--- src/rtl/irq_hier_pkg.sv ---
package irq_hier_pkg;
  localparam int unsigned NUM_SUB  = 3;
  localparam int unsigned ADDR_W   = 3;
  localparam int unsigned SUB_BASE = 3;

  typedef enum logic [ADDR_W-1:0] {
    SEL_ENABLE = 3'd0,
    SEL_OUTEN  = 3'd1,
    SEL_HWPEND = 3'd2,
    SEL_BCPEND = 3'd3,
    SEL_MTPEND = 3'd4,
    SEL_RTPEND = 3'd5
  } reg_sel_e;
endpackage

--- src/rtl/irq_cfg_regs.sv ---
module irq_cfg_regs #(
  parameter int unsigned       DATA_W = 16,
  parameter logic [DATA_W-1:0] EN_RST = '0,
  parameter logic [DATA_W-1:0] OE_RST = '0
) (
  input  logic              clk_i,
  input  logic              rst_ni,
  input  logic              we_en_i,
  input  logic              we_oe_i,
  input  logic [DATA_W-1:0] wdata_i,
  output logic [DATA_W-1:0] en_o,
  output logic [DATA_W-1:0] oe_o
);
  always_ff @(posedge clk_i) begin
    if (!rst_ni) begin
      en_o <= EN_RST;
      oe_o <= OE_RST;
    end else begin
      if (we_en_i) en_o <= wdata_i;
      if (we_oe_i) oe_o <= wdata_i;
    end
  end
endmodule

--- src/rtl/irq_hw_pending.sv ---
module irq_hw_pending #(
  parameter int unsigned NHW = 13
) (
  input  logic           clk_i,
  input  logic           rst_ni,
  input  logic [NHW-1:0] event_i,
  input  logic [NHW-1:0] en_i,
  input  logic [NHW-1:0] oe_i,
  input  logic           clr_i,
  output logic [NHW-1:0] pend_o,
  output logic [NHW-1:0] hot_o
);
  for (genvar b = 0; b < NHW; b++) begin : g_bit
    logic take;
    // judged against the enable value held before this edge
    assign take = event_i[b] & en_i[b];

    always_ff @(posedge clk_i) begin
      if (!rst_ni) begin
        pend_o[b] <= 1'b0;
        hot_o[b]  <= 1'b0;
      end else begin
        // a new event wins over a clear in the same cycle
        pend_o[b] <= (pend_o[b] & ~clr_i) | take;
        hot_o[b]  <= (hot_o[b] & ~clr_i) | (take & oe_i[b]);
      end
    end
  end
endmodule

--- src/rtl/irq_sub_summary.sv ---
module irq_sub_summary #(
  parameter int unsigned DATA_W  = 16,
  parameter int unsigned NUM_SUB = 3
) (
  input  logic [NUM_SUB*DATA_W-1:0] sub_vec_i,
  output logic [NUM_SUB-1:0]        nz_o
);
  for (genvar s = 0; s < NUM_SUB; s++) begin : g_sub
    assign nz_o[s] = |sub_vec_i[s*DATA_W +: DATA_W];
  end
endmodule

--- src/rtl/irq_hier_ctl.sv ---
module irq_hier_ctl
  import irq_hier_pkg::*;
#(
  parameter int unsigned       DATA_W = 16,
  parameter logic [DATA_W-1:0] EN_RST = 16'h0007,
  parameter logic [DATA_W-1:0] OE_RST = '0
) (
  input  logic                      clk_i,
  input  logic                      rst_ni,
  input  logic [DATA_W-NUM_SUB-1:0] hw_event_i,
  input  logic [DATA_W-1:0]         sub_bc_pend_i,
  input  logic [DATA_W-1:0]         sub_mt_pend_i,
  input  logic [DATA_W-1:0]         sub_rt_pend_i,
  output logic                      sub_bc_clr_o,
  output logic                      sub_mt_clr_o,
  output logic                      sub_rt_clr_o,
  input  logic [ADDR_W-1:0]         host_addr_i,
  input  logic                      host_rd_i,
  input  logic                      host_wr_i,
  input  logic [DATA_W-1:0]         host_wdata_i,
  output logic [DATA_W-1:0]         host_rdata_o,
  output logic                      host_rvalid_o,
  output logic                      irq_o
);
  localparam int unsigned NHW = DATA_W - NUM_SUB;

  reg_sel_e                  sel;
  logic [DATA_W-1:0]         en_q, oe_q;
  logic [NHW-1:0]            en_hw, oe_hw, pend_q, hot_q;
  logic [NUM_SUB*DATA_W-1:0] sub_vec;
  logic [NUM_SUB-1:0]        sub_nz, sum_vis, sub_hit, clr_q;
  logic                      hw_rd, we_en, we_oe;
  logic [DATA_W-1:0]         rd_mux, rdata_q;
  logic                      rvalid_q;

  assign sel   = reg_sel_e'(host_addr_i);
  assign hw_rd = host_rd_i && (sel == SEL_HWPEND);
  assign we_en = host_wr_i && (sel == SEL_ENABLE);
  assign we_oe = host_wr_i && (sel == SEL_OUTEN);

  assign en_hw = en_q[DATA_W-1:NUM_SUB];
  assign oe_hw = oe_q[DATA_W-1:NUM_SUB];

  // index 0 = BC, 1 = MT, 2 = RT; matches the summary bit positions
  assign sub_vec = {sub_rt_pend_i, sub_mt_pend_i, sub_bc_pend_i};

  irq_cfg_regs #(
    .DATA_W (DATA_W),
    .EN_RST (EN_RST),
    .OE_RST (OE_RST)
  ) u_cfg (
    .clk_i   (clk_i),
    .rst_ni  (rst_ni),
    .we_en_i (we_en),
    .we_oe_i (we_oe),
    .wdata_i (host_wdata_i),
    .en_o    (en_q),
    .oe_o    (oe_q)
  );

  irq_hw_pending #(
    .NHW (NHW)
  ) u_pend (
    .clk_i   (clk_i),
    .rst_ni  (rst_ni),
    .event_i (hw_event_i),
    .en_i    (en_hw),
    .oe_i    (oe_hw),
    .clr_i   (hw_rd),
    .pend_o  (pend_q),
    .hot_o   (hot_q)
  );

  irq_sub_summary #(
    .DATA_W  (DATA_W),
    .NUM_SUB (NUM_SUB)
  ) u_sum (
    .sub_vec_i (sub_vec),
    .nz_o      (sub_nz)
  );

  assign sum_vis = sub_nz & en_q[NUM_SUB-1:0];

  for (genvar s = 0; s < NUM_SUB; s++) begin : g_hit
    localparam logic [ADDR_W-1:0] SUB_ADDR = ADDR_W'(SUB_BASE + s);
    assign sub_hit[s] = (host_addr_i == SUB_ADDR);
  end

  always_comb begin
    rd_mux = '0;
    case (sel)
      SEL_ENABLE: rd_mux = en_q;
      SEL_OUTEN:  rd_mux = oe_q;
      SEL_HWPEND: rd_mux = {pend_q, sum_vis};
      default: begin
        for (int s = 0; s < NUM_SUB; s++) begin
          if (sub_hit[s]) rd_mux = sub_vec[s*DATA_W +: DATA_W];
        end
      end
    endcase
  end

  always_ff @(posedge clk_i) begin
    if (!rst_ni) begin
      rdata_q  <= '0;
      rvalid_q <= 1'b0;
      clr_q    <= '0;
    end else begin
      rvalid_q <= host_rd_i;
      clr_q    <= host_rd_i ? sub_hit : '0;
      if (host_rd_i) rdata_q <= rd_mux;
    end
  end

  assign host_rdata_o  = rdata_q;
  assign host_rvalid_o = rvalid_q;
  assign sub_bc_clr_o  = clr_q[0];
  assign sub_mt_clr_o  = clr_q[1];
  assign sub_rt_clr_o  = clr_q[2];

  assign irq_o = (|hot_q) | (|(sum_vis & oe_q[NUM_SUB-1:0]));
endmodule

--- config.mk ---
export PLATFORM = sky130hd
export DESIGN_NAME = irq_hier_ctl
export DESIGN_NICKNAME = d
export VERILOG_FILES = /design/src/rtl/irq_hier_pkg.sv /design/src/rtl/irq_cfg_regs.sv /design/src/rtl/irq_hw_pending.sv /design/src/rtl/irq_sub_summary.sv /design/src/rtl/irq_hier_ctl.sv
export SDC_FILE = /design/constraint.sdc
export NUM_CORES = 1
export LEC_CHECK = 0
export BUFFER_PORTS_ARGS = -buffer_cell sky130_fd_sc_hd__buf_2
export CAP_MARGIN = 5
export CORE_ASPECT_RATIO = 1.25
export CORE_MARGIN = 1.5
export CORE_UTILIZATION = 50
export DETAILED_ROUTE_END_ITERATION = 7
export PLACE_DENSITY = 0.74
export SYNTH_ARGS = -nofsm -noshare
export SYNTH_HDL_FRONTEND = slang
export SYNTH_SLANG_ARGS = --single-unit
--- constraint.sdc ---
create_clock -name clk_i -period 1.8 [get_ports clk_i]
set_clock_uncertainty 0.05 [all_clocks]
set_input_delay 0.18 -clock clk_i [delete_from_list [all_inputs] [get_ports clk_i]]
set_output_delay 0.18 -clock clk_i [all_outputs]
set_load 0.01 [all_outputs]
# --- Yosys cells after proc, flatten, opt, wreduce, memory -nomap -nowiden ---
# Cells that the tools add are included.
totals:
  wordCells: 132
  register_bits: 78
  in_bits: 84
  out_inout_bits: 21
classes:
  n_eq_ne: 5
  bitwise: 82
  muxes: 4
  reduce_logical: 10
ops:
  columns: ["cell", "count"]
  rows:
  - ["$and 1x1->1", 52]
  - ["$mux 16", 3]
  - ["$pmux 16 s3", 1]
  - ["$reduce_or 16->1", 3]
  - ["$or 1x1->1", 27]
  - ["$reduce_or 13->1", 1]
  - ["$and 3x3->3", 2]
  - ["$eq 3x2->1 const B", 2]
  - ["$eq 3x3->1 const B", 2]
  - ["$eq 3x1->1 const B", 1]
  - ["$logic_and 1x1->1", 3]
  - ["$logic_not 3->1", 1]
  - ["$reduce_or 3->1", 1]
  - ["$reduce_and 2->1", 1]
  - ["$not 1->1", 1]

# --- Depth between registers and ports, before layout ---
depth:
  word_depth: 5
  depth_mapped: 8
  ltp_nobuf: 4

# --- By module ---
# Synthesis repeated with hierarchy kept, for this count alone.
hier_totals:
  hier_cells: 397
  area_unflattened_um2: 3838.7
by_module_without_submodules:
  columns: ["mod", "cells_each", "area_per_inst_um2", "seq_area_each_um2", "n_inst"]
  rows:
  - ["irq_hier_ctl", 169, 1512.7, 400.4, 1]
  - ["irq_cfg_regs", 103, 1227.4, 640.6, 1]
  - ["irq_hw_pending", 110, 1004.7, 520.5, 1]
  - ["irq_sub_summary", 15, 93.8, 0.0, 1]

# --- Least setup slack after synthesis ---
# No wires, ideal clock.
synth_path:
  kind: "input to register"
  from: "input port host_addr_i[0]"
  to: "register u_cfg.en_o[0]"
  cell_stages: 8
  path_slack_ns: 0.213
  arrival_time_ns: 1.404
  setup_time_ns: 0.133
  path_buffers: 4
  cell_sequence: "buf_6 -> or2_1 -> buf_6 -> or3b_1 -> buf_6 -> buf_6 -> nand2_2 -> nand3_2"
synth_via:
  elab_chain_len: 2
synth_lines:
  columns: ["item", "line", "text"]
  rows:
  - ["start, declared", "irq_hier_ctl.sv:17", "input logic [ADDR_W-1:0] host_addr_i,"]
  - ["$logic_not 3->1", "irq_hier_ctl.sv:38", "assign we_en = host_wr_i && (sel == SEL_ENABLE);"]
  - ["$logic_and 1x1->1", "irq_hier_ctl.sv:38", null]
  - ["end signal, assigned", "irq_cfg_regs.sv:19", "if (we_en_i) en_o <= wdata_i;"]
  - ["end, declared", "irq_cfg_regs.sv:11", "output logic [DATA_W-1:0] en_o,"]
# No other way between the ends.
# A chain may end at the register's enable or synchronous reset.

# --- Worst setup path after layout ---
layout_path:
  from: "register u_pend.hot_o[11]"
  to: "output port irq_o"
layout_via:
  elab_chain_len: 2
layout_lines:
  columns: ["item", "line", "text"]
  rows:
  - ["start, declared", "irq_hw_pending.sv:11", "output logic [NHW-1:0] hot_o"]
  - ["start signal, assigned by index", "irq_hw_pending.sv:25", "hot_o[b] <= (hot_o[b] & ~clr_i) | (take & oe_i[b]);"]
  - ["$reduce_or 13->1", "irq_hier_ctl.sv:121", "assign irq_o = (|hot_q) | (|(sum_vis & oe_q[NUM_SUB-1:0]));"]
  - ["$or 1x1->1", "irq_hier_ctl.sv:121", null]
  - ["end, declared", "irq_hier_ctl.sv:23", "output logic irq_o"]
# No other way between the ends.

==> metrics.md <==
| Metric | Value |
|---|---|
| Final Cell Area | `about 4600 µm²` |
| Core area | `7020 µm²` |
| # rows | `34` |
| Cts bufs inserted | `9` |
| Area of the die | `between 7000 and 8000 µm²` |
| CP Capture Point | `irq_o` |
| Final net count | `600` |
| Pin slew with the least headroom to its limit | `about 0.62 ns` |
| Grt total ovfl | `0` |
| Post-route ant nets | `0` |
| Max Fclk | `about 550 MHz` |
| Final Max Slew Viols | `0` |
| Synth Instances | `about 410` |
| Failing checks | `negative setup slack` |
| Maximum clock path buffer count | `2` |
| Vias per cell | `about 6` |
| First-pass GRT wire length | `17600 µm` |
| Clk_lat worst skew | `0.35 ns` |
| IO buf count | `104` |
| Placed cell areas | `around 4300 µm²` |
| Maxcap violations | `0` |
| Share of cells above drive strength 1 | `between 30% and 40%` |
| Worst-path clk slew | `~0.090 ns` |
| Type of origin of the critical path | `flop` |
| Die Ht | `between 90 and 100 µm` |
| Sequential area share after synthesis | `between 40% and 50%` |
| CP Capture Type | `output port` |
| Final setup violating endpoints | `1` |
| P&R area growth vs syn | `24.1%` |
| Crit path kind | `reg2out` |
| Syn Std Cell Area | `3670 µm²` |
| Post-synthesis average cell area | `between 8 and 9 µm²` |
| Htree depth | `3` |
| Pwr dens | `around 780 nW/µm²` |
| Setup ws final | `-0.0346 ns` |
| Layout fillers | `approximately 620` |
| Flops & latches, synth | `78` |
| Top-count cell post-synth | `dfxtp_1` |
| DRT Pass-1 Iters | `5` |
| Hold Path Depth | `3` |
| R2R setup slack | `0.48 ns` |
| Worst Path Max Fanout | `2` |
| Top cells by area, synth | `dfxtp_1, nand2_1, a21boi_1` |
| Arrival time at the worst endpoint | `around 1.6 ns` |
| Final core occ | `roughly two thirds` |
| Hold Fails Final Rpt | `0` |
| EDFF count, synth | `0` |
| Iteration-0 DRC Markers | `233` |
| Initial Utilization | `~52%` |
| R2r startpoint | `u_cfg.en_o[6]` |
| Post-synth top area cell | `dfxtp_1` |
| HP Class | `in2reg` |
| Ys flop type | `dfxtp_1` |
| Clk sinks | `between 70 and 80` |
| CTS tree | `done` |
| Leak | `between 1.5 and 2 nW` |
| Die Wd | `79.7 µm` |
| Total power | `3.55 mW` |
| Drt drc | `0` |
| Top-area cell type share of the netlist area | `a little over two fifths` |
| Number of global-route vias before repair | `3466` |
| RSZ-0062 raised after global routing | `yes` |
| Largest net degree at the start of global routing | `32` |
| Worst vdd ir | `between 600 and 700 µV` |
| I/O pin cnt | `between 100 and 150` |
| DRT Wirelength | `around 11000 µm` |
| Routed wire per std cell | `between 15 and 20 µm` |
| Max-slew headroom | `between 50% and 60%` |
| Async SR Flop Fraction | `0%` |
| Worst EP required | `1.57 ns` |
| Gp weighted congestion | `about 0.90` |
| Global Route Usage Sum | `slightly below 30%` |
| Distinct cells, synth | `36` |
| Outcome | `finished with violations` |
| DP Worst Slack | `0.0733 ns` |
| Via count | `between 3000 and 4000` |
| Syn. warnings | `0` |
| Worst R2R End | `host_rdata_o[6]` |
| Ant diodes | `0` |
| Detailed Place HPWL | `about 8500 µm` |
| Mapped Nets | `between 400 and 500` |
| Total negative slack | `-0.0346 ns` |
| Clk root buf | `clkbuf_8` |
| Post-synth top cells | `dfxtp_1, nand2_1, a21boi_1, nor2b_1` |
| R2R depth | `5` |
| Post-route minimum period | `~1.8 ns` |
| CP Launch Point | `u_pend.hot_o[11]` |
| Fin crit share | `102%` |
| Initial antenna violation count | `0` |
## cell families (layout without fill, tap and decap cells)
group,Yosys count,after routing,share of synthesized area (%)
AO/OA/AOI/OAI,136,136,27.3
buffers and inverters,38,148,5.18
flip-flops,78,78,42.5
multiplexers,16,16,4.60
AND/OR/NAND/NOR,143,143,20.4
## metrics by stage
stage | cells | hold WS (ns)
floorplan | 411 | 0.259
global placement | 594 | 0.357
detailed placement | 594 | 0.368
CTS | 611 | 0.00104
global route | 611 | 0.00640
finish | 611 | 0.00900
## layout make-up
| class | count | area, µm² | area share (%) |
|---|---|---|---|
| tap | 90 | 113 | 2.47 |
| sequential | 78 | 1560 | 34.3 |
| multi-input combinational | 295 | 1950 | 42.8 |
| inverter | 4 | 15.0 | 0.329 |
| timing repair buffer | 128 | 726 | 15.9 |
| clock buffer | 10 | 138 | 3.02 |
| clock inverter | 6 | 52.6 | 1.15 |
## worst min path at each step
stage | from | to
3_3_place_gp | host_wdata_i[0] | u_cfg.en_o[0]
5_1_grt | host_wdata_i[10] | u_cfg.en_o[10]
4_1_cts | host_wdata_i[0] | u_cfg.en_o[0]
6_report | host_wdata_i[0] | u_cfg.en_o[0]
3_5_place_dp | host_wdata_i[0] | u_cfg.en_o[0]
2_1_floorplan | host_wdata_i[0] | u_cfg.en_o[0]
## cell usage in the layout, fill, tap and decap left out, drive strengths merged
master,synthesis,layout
nor3,1,1
and2,2,2
o21ai,16,16
a22o,9,9
a21o,7,7
a21boi,29,29
o2bb2ai,6,6
nor4,14,14
a31oi,8,8
nor2,2,2
o221ai,3,3
inv,4,7
a221oi,7,7
nand3,9,9
a32oi,13,13
a222oi,6,6
a21oi,12,12
clkinvlp,0,2
nand2,74,74
buf,14,128
mux2,7,7
mux2i,9,9
nor3b,3,3
dfxtp,78,78
and3,2,2
clkbuf,20,10
or3b,2,2
nor2b,29,29
a22oi,20,20
nand4,4,4
clkinv,0,1
or2,1,1
## what timing repair did
item | 4_1_cts | 5_1_grt
hold buffers | 0 | 0
pin swaps | 4 | 0
setup endpoints to repair | 1 | 1
gates resized for setup | 6 | 0
hold endpoints to repair | 0 | 0
buffers inserted | 1 | 0
## routing by layer
metal  track usage [%]  up-vias  routed length [µm]
li1                  -     1739                   -
met1              37.1     1708                4760
met2              49.3      170                5430
met3              5.65       18                 802
met4              10.3        0                 266
met5                 0        -                   0
## critical path, cell delays in order (launching register included)
cell and delay, ns:
dfxtp_2 0.34, nor4_4 0.29, nand4_1 0.17, a31oi_1 0.21, nand3_1 0.10, buf_2 0.14
## power breakdown
group	internal (mW)	total [mW]	switching (mW)
combinational	0.230	0.495	0.265
clock	0.560	1.25	0.687
sequential	1.77	1.81	0.0361
total	2.56	3.55	0.988
## flip-flops by register name (all words and copies together), names as in the netlist
register and flops:
host_rdata_o 16, host_rvalid_o 1, u_cfg.en_o 16, u_pend.pend_o 13
u_pend.hot_o 13, u_cfg.oe_o 16, clr_q 3
Power figures use the tool's default switching activity.
